## src/rtl/mrs_pkg.sv

```systemverilog
package mrs_pkg;

  // Default geometry of the mantissa datapath.
  localparam int unsigned DEF_WORD_W    = 32;
  localparam int unsigned DEF_NUM_WORDS = 3;
  localparam int unsigned DEF_CNT_W     = 8;

  // How a shift count is treated.
  typedef enum logic [1:0] {
    SHR_PASS    = 2'd0,  // count is zero
    SHR_PARTIAL = 2'd1,  // some bits survive
    SHR_FLUSH   = 2'd2   // every bit leaves the field
  } shr_kind_e;

  // Classify a count against the mantissa width.
  function automatic shr_kind_e classify(input int unsigned cnt,
                                         input int unsigned mant_w);
    if (cnt == 0)            return SHR_PASS;
    else if (cnt >= mant_w)  return SHR_FLUSH;
    else                     return SHR_PARTIAL;
  endfunction

  // Whole words skipped by a count.
  function automatic int unsigned word_part(input int unsigned cnt,
                                            input int unsigned word_w);
    return cnt / word_w;
  endfunction

  // Residual bit count after the whole words.
  function automatic int unsigned bit_part(input int unsigned cnt,
                                           input int unsigned word_w);
    return cnt % word_w;
  endfunction

endpackage

```

## src/rtl/mrs_count_split.sv

```systemverilog
module mrs_count_split
  import mrs_pkg::*;
#(
  parameter int unsigned WORD_W    = DEF_WORD_W,
  parameter int unsigned NUM_WORDS = DEF_NUM_WORDS,
  parameter int unsigned CNT_W     = DEF_CNT_W,
  localparam int unsigned MANT_W   = WORD_W * NUM_WORDS,
  localparam int unsigned WIDX_W   = (NUM_WORDS > 1) ? $clog2(NUM_WORDS) : 1,
  localparam int unsigned BIDX_W   = (WORD_W > 1) ? $clog2(WORD_W) : 1
) (
  input  logic [CNT_W-1:0]  shift_i,
  output shr_kind_e         kind_o,
  output logic [WIDX_W-1:0] word_idx_o,
  output logic [BIDX_W-1:0] bit_idx_o
);

  logic [31:0] cnt_ext;

  always_comb begin
    cnt_ext    = 32'(shift_i);
    kind_o     = classify(cnt_ext, MANT_W);
    word_idx_o = WIDX_W'(word_part(cnt_ext, WORD_W));
    bit_idx_o  = BIDX_W'(bit_part(cnt_ext, WORD_W));
  end

endmodule

```

## src/rtl/mrs_word_stage.sv

```systemverilog
module mrs_word_stage #(
  parameter int unsigned WORD_W    = 32,
  parameter int unsigned NUM_WORDS = 3,
  localparam int unsigned MANT_W   = WORD_W * NUM_WORDS,
  localparam int unsigned WIDX_W   = (NUM_WORDS > 1) ? $clog2(NUM_WORDS) : 1
) (
  input  logic [MANT_W-1:0] mant_i,
  input  logic              sticky_i,
  input  logic [WIDX_W-1:0] word_idx_i,
  output logic [MANT_W-1:0] mant_o,
  output logic              sticky_o,
  output logic              lost_o
);

  // One candidate per possible whole-word slide.
  logic [MANT_W-1:0]    cand [NUM_WORDS];
  logic [NUM_WORDS-1:0] cand_lost;

  for (genvar k = 0; k < NUM_WORDS; k++) begin : g_slide
    if (k == 0) begin : g_none
      assign cand[k]      = mant_i;
      assign cand_lost[k] = 1'b0;
    end else begin : g_some
      assign cand[k]      = {{(k*WORD_W){1'b0}}, mant_i[MANT_W-1:k*WORD_W]};
      assign cand_lost[k] = |mant_i[k*WORD_W-1:0];
    end
  end

  always_comb begin
    mant_o = mant_i;
    lost_o = 1'b0;
    for (int k = 0; k < NUM_WORDS; k++) begin
      if (word_idx_i == WIDX_W'(k)) begin
        mant_o = cand[k];
        lost_o = cand_lost[k];
      end
    end
    sticky_o = sticky_i | lost_o;
  end

endmodule

```

## src/rtl/mrs_bit_stage.sv

```systemverilog
module mrs_bit_stage #(
  parameter int unsigned WORD_W  = 32,
  parameter int unsigned MANT_W  = 96,
  localparam int unsigned BIDX_W = (WORD_W > 1) ? $clog2(WORD_W) : 1
) (
  input  logic [MANT_W-1:0] mant_i,
  input  logic              sticky_i,
  input  logic [BIDX_W-1:0] bit_idx_i,
  output logic [MANT_W-1:0] mant_o,
  output logic              sticky_o,
  output logic              lost_o
);

  // Logarithmic shifter: level j moves by 2**j when bit j of the count is set.
  logic [MANT_W-1:0] lvl [BIDX_W+1];
  logic [BIDX_W-1:0] lvl_lost;

  assign lvl[0] = mant_i;

  for (genvar j = 0; j < BIDX_W; j++) begin : g_lvl
    localparam int unsigned SH = 1 << j;
    assign lvl[j+1]    = bit_idx_i[j] ? (lvl[j] >> SH) : lvl[j];
    assign lvl_lost[j] = bit_idx_i[j] & (|lvl[j][SH-1:0]);
  end

  assign mant_o   = lvl[BIDX_W];
  assign lost_o   = |lvl_lost;
  assign sticky_o = sticky_i | lost_o;

endmodule

```

## src/rtl/mant_rshift_sticky.sv

```systemverilog
module mant_rshift_sticky
  import mrs_pkg::*;
#(
  parameter int unsigned WORD_W    = DEF_WORD_W,
  parameter int unsigned NUM_WORDS = DEF_NUM_WORDS,
  parameter int unsigned CNT_W     = DEF_CNT_W,
  localparam int unsigned MANT_W   = WORD_W * NUM_WORDS,
  localparam int unsigned WIDX_W   = (NUM_WORDS > 1) ? $clog2(NUM_WORDS) : 1,
  localparam int unsigned BIDX_W   = (WORD_W > 1) ? $clog2(WORD_W) : 1
) (
  input  logic              clk,
  input  logic              rst_n,
  input  logic              in_valid,
  input  logic [MANT_W-1:0] in_mant,
  input  logic              in_sticky,
  input  logic [CNT_W-1:0]  in_shift,
  output logic              out_valid,
  output logic [MANT_W-1:0] out_mant,
  output logic              out_sticky
);

  shr_kind_e         kind;
  logic [WIDX_W-1:0] word_idx;
  logic [BIDX_W-1:0] bit_idx;

  logic [MANT_W-1:0] word_mant, bit_mant, nxt_mant;
  logic              word_sticky, bit_sticky, nxt_sticky;

  // Named events for the checks below.
  logic flush_evt;
  logic word_drop_evt;
  logic bit_drop_evt;

  mrs_count_split #(
    .WORD_W(WORD_W), .NUM_WORDS(NUM_WORDS), .CNT_W(CNT_W)
  ) u_split (
    .shift_i    (in_shift),
    .kind_o     (kind),
    .word_idx_o (word_idx),
    .bit_idx_o  (bit_idx)
  );

  mrs_word_stage #(
    .WORD_W(WORD_W), .NUM_WORDS(NUM_WORDS)
  ) u_words (
    .mant_i     (in_mant),
    .sticky_i   (in_sticky),
    .word_idx_i (word_idx),
    .mant_o     (word_mant),
    .sticky_o   (word_sticky),
    .lost_o     (word_drop_evt)
  );

  mrs_bit_stage #(
    .WORD_W(WORD_W), .MANT_W(MANT_W)
  ) u_bits (
    .mant_i    (word_mant),
    .sticky_i  (word_sticky),
    .bit_idx_i (bit_idx),
    .mant_o    (bit_mant),
    .sticky_o  (bit_sticky),
    .lost_o    (bit_drop_evt)
  );

  assign flush_evt  = (kind == SHR_FLUSH);
  assign nxt_mant   = flush_evt ? '0   : bit_mant;
  assign nxt_sticky = flush_evt ? 1'b1 : bit_sticky;

  always_ff @(posedge clk or negedge rst_n) begin
    if (!rst_n) begin
      out_valid  <= 1'b0;
      out_mant   <= '0;
      out_sticky <= 1'b0;
    end else begin
      out_valid <= in_valid;
      if (in_valid) begin
        out_mant   <= nxt_mant;
        out_sticky <= nxt_sticky;
      end
    end
  end


  valid_follow_chk: assert property (@(posedge clk) disable iff (!rst_n)
    in_valid |=> out_valid);


  valid_idle_chk: assert property (@(posedge clk) disable iff (!rst_n)
    !in_valid |=> !out_valid);


  hold_result_chk: assert property (@(posedge clk) disable iff (!rst_n)
    !in_valid |=> ($stable(out_mant) && $stable(out_sticky)));


  flush_result_chk: assert property (@(posedge clk) disable iff (!rst_n)
    (in_valid && (32'(in_shift) >= MANT_W)) |=> (out_mant == '0 && out_sticky));


  sticky_keep_chk: assert property (@(posedge clk) disable iff (!rst_n)
    (in_valid && in_sticky) |=> out_sticky);


  zero_count_chk: assert property (@(posedge clk) disable iff (!rst_n)
    (in_valid && in_shift == '0) |=>
      (out_mant == $past(in_mant) && out_sticky == $past(in_sticky)));


  no_loss_chk: assert property (@(posedge clk) disable iff (!rst_n)
    (in_valid && !in_sticky && !flush_evt && !word_drop_evt && !bit_drop_evt)
      |=> !out_sticky);

endmodule

```

## config.mk

```make
export PLATFORM = sky130hd
export DESIGN_NAME = mant_rshift_sticky
export DESIGN_NICKNAME = d
export VERILOG_FILES = /design/src/rtl/mrs_pkg.sv /design/src/rtl/mrs_count_split.sv /design/src/rtl/mrs_word_stage.sv /design/src/rtl/mrs_bit_stage.sv /design/src/rtl/mant_rshift_sticky.sv
export SDC_FILE = /design/constraint.sdc
export NUM_CORES = 1
export LEC_CHECK = 0
export ABC_AREA = 1
export BUFFER_PORTS_ARGS = -buffer_cell sky130_fd_sc_hd__buf_4
export CAP_MARGIN = 20
export CELL_PAD_IN_SITES_DETAIL_PLACEMENT = 0
export CELL_PAD_IN_SITES_GLOBAL_PLACEMENT = 1
export CORE_ASPECT_RATIO = 0.9
export CORE_MARGIN = 2
export CORE_UTILIZATION = 42
export CTS_BUF_LIST = sky130_fd_sc_hd__clkbuf_4
export DETAILED_ROUTE_END_ITERATION = 10
export PLACE_DENSITY_LB_ADDON = 0.1
export SKIP_LAST_GASP = 1
export SLEW_MARGIN = 10
export SYNTH_ARGS = -nofsm -noshare
export SYNTH_HDL_FRONTEND = slang
export SYNTH_SLANG_ARGS = --single-unit
```

## constraint.sdc

```tcl
create_clock -name clk -period 1.8 [get_ports clk]
set_input_delay 0.36 -clock clk [delete_from_list [all_inputs] [get_ports clk]]
set_output_delay 0.36 -clock clk [all_outputs]
set_load 0.05 [all_outputs]
```

; ---- Yosys cells after proc, flatten, opt, wreduce, memory -nomap -nowiden
; Cells that the tools add are included.
[totals]
out_inout_bits = 98
mem_bits_ro = 0
latchBits = 0
elab_cells = 35
mem_count = 0
regBits = 98
ram_bits = 0
[classes]
mul = 0
n_eq_ne = 3
muxes = 13
n_reduce_logical = 8
n_addsub = 0
magnitude_cmp = 1
div_mod_pow = 0
bitwise_logic = 7
shifts = 0
[op_table]
columns = operator, count
row1 = 96-bit 2-to-1 mux, 8
row2 = 64-bit OR reduction, 1
row3 = 32-bit OR reduction, 1
row4 = 16-bit OR reduction, 1
row5 = "8-bit by 7-bit >= comparator with 1-bit output, second input constant", 1
row6 = 8-bit zero test, 1
row7 = 8-bit OR reduction, 1
row8 = 1-bit bitwise AND, 5
row9 = 5-bit OR reduction, 1
row10 = "2-bit == test, second input constant", 2
row11 = 2-bit 2-to-1 mux, 2
row12 = 4-bit OR reduction, 1
row13 = 1-bit 2-to-1 mux, 3
row14 = "2-bit by 1-bit == test with 1-bit output, second input constant", 1
row15 = 1-bit OR, 2
row16 = 2-bit OR reduction, 1

; ---- Longest topological paths before layout
[depth]
depth_word = 12
ltp_mapped = 17

; ---- By module
; From an unflattened synthesis, not the netlist that was laid out.
[unflattened]
hier_cells = 1705
hier_area_um2 = 10701.5
[by_module_without_submodules]
columns = module, n_inst, cells_per_inst, area_per_inst_um2
row1 = mrs_bit_stage, 1, 984, 5331.4
row2 = mant_rshift_sticky, 1, 423, 3876.2
row3 = mrs_word_stage, 1, 282, 1403.8
row4 = mrs_count_split, 1, 16, 90.1

; ---- Least setup slack after synthesis
; Ideal clock, no wire load.
[synth_timing]
kind = input to register
startpoint = in in_shift[1]
endpoint = reg out_mant[26]
required_time_ps = 1662
arrival_ps = 1888
path_buffers = 3
cell_stages = 10
slack_ps = -226
cell_sequence = clkbuf_1 inv_1 clkbuf_1 buf_1 mux2i_1 nand2_1 nand2_1 nand2_1 nand3_1 o211ai_1
[synth_between]
elab_chain_len = 5
elab_cells_between_ends = 10
[synth_rtl]
columns = item, line_no
row1 = "start, declared", mant_rshift_sticky.sv:16  ; input logic [CNT_W-1:0] in_shift,
row2 = 8-bit by 7-bit >= comparator with 1-bit output / 96-bit 2-to-1 mux (equally long branches), "mrs_pkg.sv:19, mrs_bit_stage.sv:22"
row3 = 2-bit 2-to-1 mux / 96-bit 2-to-1 mux (equally long branches), "mrs_pkg.sv:19, mrs_bit_stage.sv:22"
row4 = 2-bit 2-to-1 mux / 96-bit 2-to-1 mux (equally long branches), "mrs_pkg.sv:18, mrs_bit_stage.sv:22"
row5 = 2-bit == test / 96-bit 2-to-1 mux (equally long branches), "mant_rshift_sticky.sv:65, mrs_bit_stage.sv:22"
row6 = 96-bit 2-to-1 mux *, mant_rshift_sticky.sv:66  ; assign nxt_mant = flush_evt ? '0 : bit_mant;
row7 = "end signal, assigned", mant_rshift_sticky.sv:77  ; out_mant <= nxt_mant;
row8 = "end, declared", mant_rshift_sticky.sv:18  ; output logic [MANT_W-1:0] out_mant,
; Every way passes the cells marked *; elsewhere a longest branch is shown, timed or not.
; A chain may end at the register's enable or synchronous reset.

; ---- Worst setup path in the final report
[layout_timing]
startpoint = in in_shift[6]
endpoint = reg out_mant[40]
[layout_between]
elab_chain_len = 9
elab_cells_between_ends = 15
[layout_rtl]
columns = item, line_no
row1 = 2-bit by 1-bit == test with 1-bit output, mrs_word_stage.sv:33  ; if (word_idx_i == WIDX_W'(k)) begin
row2 = 96-bit 2-to-1 mux (2 in series), mrs_word_stage.sv:33
row3 = 96-bit 2-to-1 mux (5 in series), mrs_bit_stage.sv:22  ; assign lvl[j+1] = bit_idx_i[j] ? (lvl[j] >> SH) : lvl[j];
row4 = 96-bit 2-to-1 mux *, mant_rshift_sticky.sv:66
; Marked as above.

==> results.md <==
- Compound-Gate Fraction of Synth Area: 16.7%
- R2R Path Start: out_mant[56]
- Root Driver: clkbuf_4
- CTS sink count: 98
- DR vias: 13600
- Post-synth ARST share: 100%
- Fmax: 0.519 GHz
- Unique masters post-synth: 36
- Xor and xnor area share after synthesis: 0%
- Max-slew violation count: 0
- Crit-path max FO: 6
- Vias in the first global route: 12500
- Clock tree buffer depth: 2
- Placed wire-length estimate: 37000 µm
- R2r endpoint: out_mant[56]
- Critical path class: primary input to flop
- CTS tree: built
- Fin cells: 2354
- Post-synthesis simple-gate area fraction: 45.4%
- ANT nets after route: 0
- Fin Hold WS: 0.0872 ns
- Post-synth top cells: 603 x nand2_1, 357 x nand3_1, 116 x o21ai_1
- Worst hold path class: primary input to flop
- Rows: 53
- Initial antenna violation count: 1
- WP buf/inv: 3
- Total GRT Usage: 35.9%
- Remaining DRCs: 0
- Syn-to-layout area delta: 47.6%
- Pre-CTS WS: -0.634 ns
- Horiz. Die Dim: 167 µm
- Largest net degree at the start of global routing: 97
- FF+latch count, synth: 98
- WP data required: 2.20 ns
- Initial core utilization: 42.8%
- Hold depth: 2
- Slowest-stage cell, CP: nor2_4
- CP delay by family, top: simple AND/OR/NAND/NOR gates
- Iter 0 DRT Violations: 1667
- Layout net count: 2154
- RSZ-0062 raised after global routing: true
- Global route total overflow: 0
- GP Congestion: 0.984
- Syn_nets: 1799
- Area share of the leading cell type in the synthesized netlist: 24.6%
- R2r setup slk: 1.02 ns
- Avg Inst Size Synth: 5.90 µm²
- Core ar.: 23300 µm²
- Routed WL: 47000 µm
- I/O pins: 206
- # setup viols final: 22
- TNS Setup: -0.726 ns
- Mux cell area share after synthesis: 4.51%
- Setup crit end kind: flop
- Port bufs: 205
- VDD IR max: 0.464 mV
- Pwr/cell area: 580 nW/µm²
- Worst Hold Launch: in_valid
- Yosys warns: 0
- Startpoint types: primary input
- Cells after Synth: 1691
- Inst Count DP: 2322
- Tmin final: 1.93 ns
- Layout cell share with drive strength beyond 1: 33.5%
- Design Area, Final: 14700 µm²
- Slowest stage delay, CP: 0.24 ns
- LEAKAGE: 0.00734 µW
- Hold Crit Endpoint: out_valid
- Via density: 5.77
- Worst slew pin tran: 1.02 ns
- Synthesized cell area: 9980 µm²
- First-pass GRT wire length: 70200 µm
- Routed len/inst: 20.0 µm
- Run status: finished, violations left
- Failing checks: setup timing
- Fillers: 2292
- Final Hold Viols: 0
- Post-synth EDFFs: 0
- Largest family of logic cells by synthesized area: simple AND/OR/NAND/NOR gates
- R2R depth: 2
- Clk_lat worst skew: 0.47 ns
- Most common cell in the synthesized netlist: nand2_1
- Chip Height: 150 µm
- Clock-pin slew on the worst setup and hold paths: 0.18 ns
- DRT Pass-1 Iters: 6
- Worst setup margin: -0.125 ns
- Clk_skew: 0 ns
- Critical Path, Cell by Cell: buf_8 > nor2_4 > buf_4 > clkbuf_16 > nor2_1 > nor2_1 > nand2_1 > nand2_1 > nand2_1 > o21ai_1 > nand2_1 > o21ai_1 > nand2_1 > nand2_2 > nand2_2 > o211ai_1
- Die area: 25000 µm²
- Max-slew headroom: 32.2%
- Yosys top cell by area: dfrtp_1
- MaxCap Viol Count: 0
- CP most frequent cell: nand2_1
- TritonCTS Buffers: 9
- Post-synthesis sequential area ratio: 24.6%
- Fin crit share: 107%
- Adder-Cell Fraction of Synth Area: 0%
- CP arrival: 2.33 ns
- Placed Instance Area: 13600 µm²
- Htree depth: 3
- Post-synth top flop: dfrtp_1
- Largest cells by area after synthesis: dfrtp_1 25%, nand2_1 23%, nand3_1 18%, o21ai_1 5.8%, mux2i_1 4.5%
-- sequential cells by signal (all words and copies together) (netlist names) --
register / flops
out_sticky: 1
out_valid: 1
out_mant: 96
-- area by class of cell --
type                       instances  area, µm²  area share, %
antenna                            1       2.50         0.0170
clock buffer                       9       67.6          0.459
clock inverter                     7       58.8          0.399
inverter                          66        258           1.75
multi-input combinational       1388       7440           50.5
sequential                        98       2450           16.6
tap                              302        378           2.57
timing repair buffer             483       4070           27.6
-- power by group --
part / leakage (µW) / internal, µW / switching (µW)
clock: 0.0000692 / 310 / 847
combinational: 0.00596 / 1790 / 3070
sequential: 0.00131 / 2400 / 135
total: 0.00734 / 4490 / 4050
-- worst max-delay path by stage --
stage / from / end / slack (ns) / depth (start not counted)
2_1_floorplan: in_shift[6] / out_sticky / -0.008 / 15
4_1_cts: in_shift[5] / out_mant[35] / -0.04 / 15
5_1_grt: in_shift[6] / out_mant[40] / -0.19 / 16
3_5_place_dp: in_shift[5] / out_sticky / -0.63 / 17
3_3_place_gp: in_shift[5] / out_sticky / -0.62 / 18
6_report: in_shift[6] / out_mant[40] / -0.13 / 16
-- logic make-up after synthesis --
group / after synthesis
AOI/OAI and AO/OA: 287
buffers and inverters: 205
muxes: 45
DFF: 98
and+or+nand+nor: 1056
-- worst register-to-register path, delay by kind of cell (launching register included) --
family | cells | cell delay (ns)
AOI/OAI and AO/OA | 1 | 0.13
DFF | 1 | 0.44
and+or+nand+nor | 1 | 0.10
-- per-layer routing --
layer	part of all wire, %	track usage (%)
met2	45	59.2
met5	0	0
met1	44	49.9
met4	2.6	8.92
met3	8.1	4.86
-- what timing repair did --
action	4_1_cts	5_1_grt
hold buffers	1	0
cloned	0	6
hold endpoints to repair	25	0
endpoints found under the setup margin	61	89
gates resized for setup	72	164
buffers inserted	1	7
pin swaps	5	22
-- metrics by stage --
stage	power [µW]	util (%)
global route	8980	63.1
CTS	8180	59.8
floorplan	5030	-
detailed placement	6940	58.1
global placement	6930	58.1
finish	8550	63.1
-- placed cells by master (no fill, tap or decap), types with 20 or more instances in the layout --
cell type / n
o21ai_2: 74
buf_4: 445
nand3_1: 316
nor2_1: 44
nand3_2: 31
nand2_2: 27
nand4_1: 20
mux2i_1: 33
o21ai_1: 75
dfrtp_1: 98
o211ai_1: 44
o21ai_0: 39
nand2_1: 576
buf_12: 26
inv_1: 58
No activity file was read; power rests on OpenSTA's default activity.
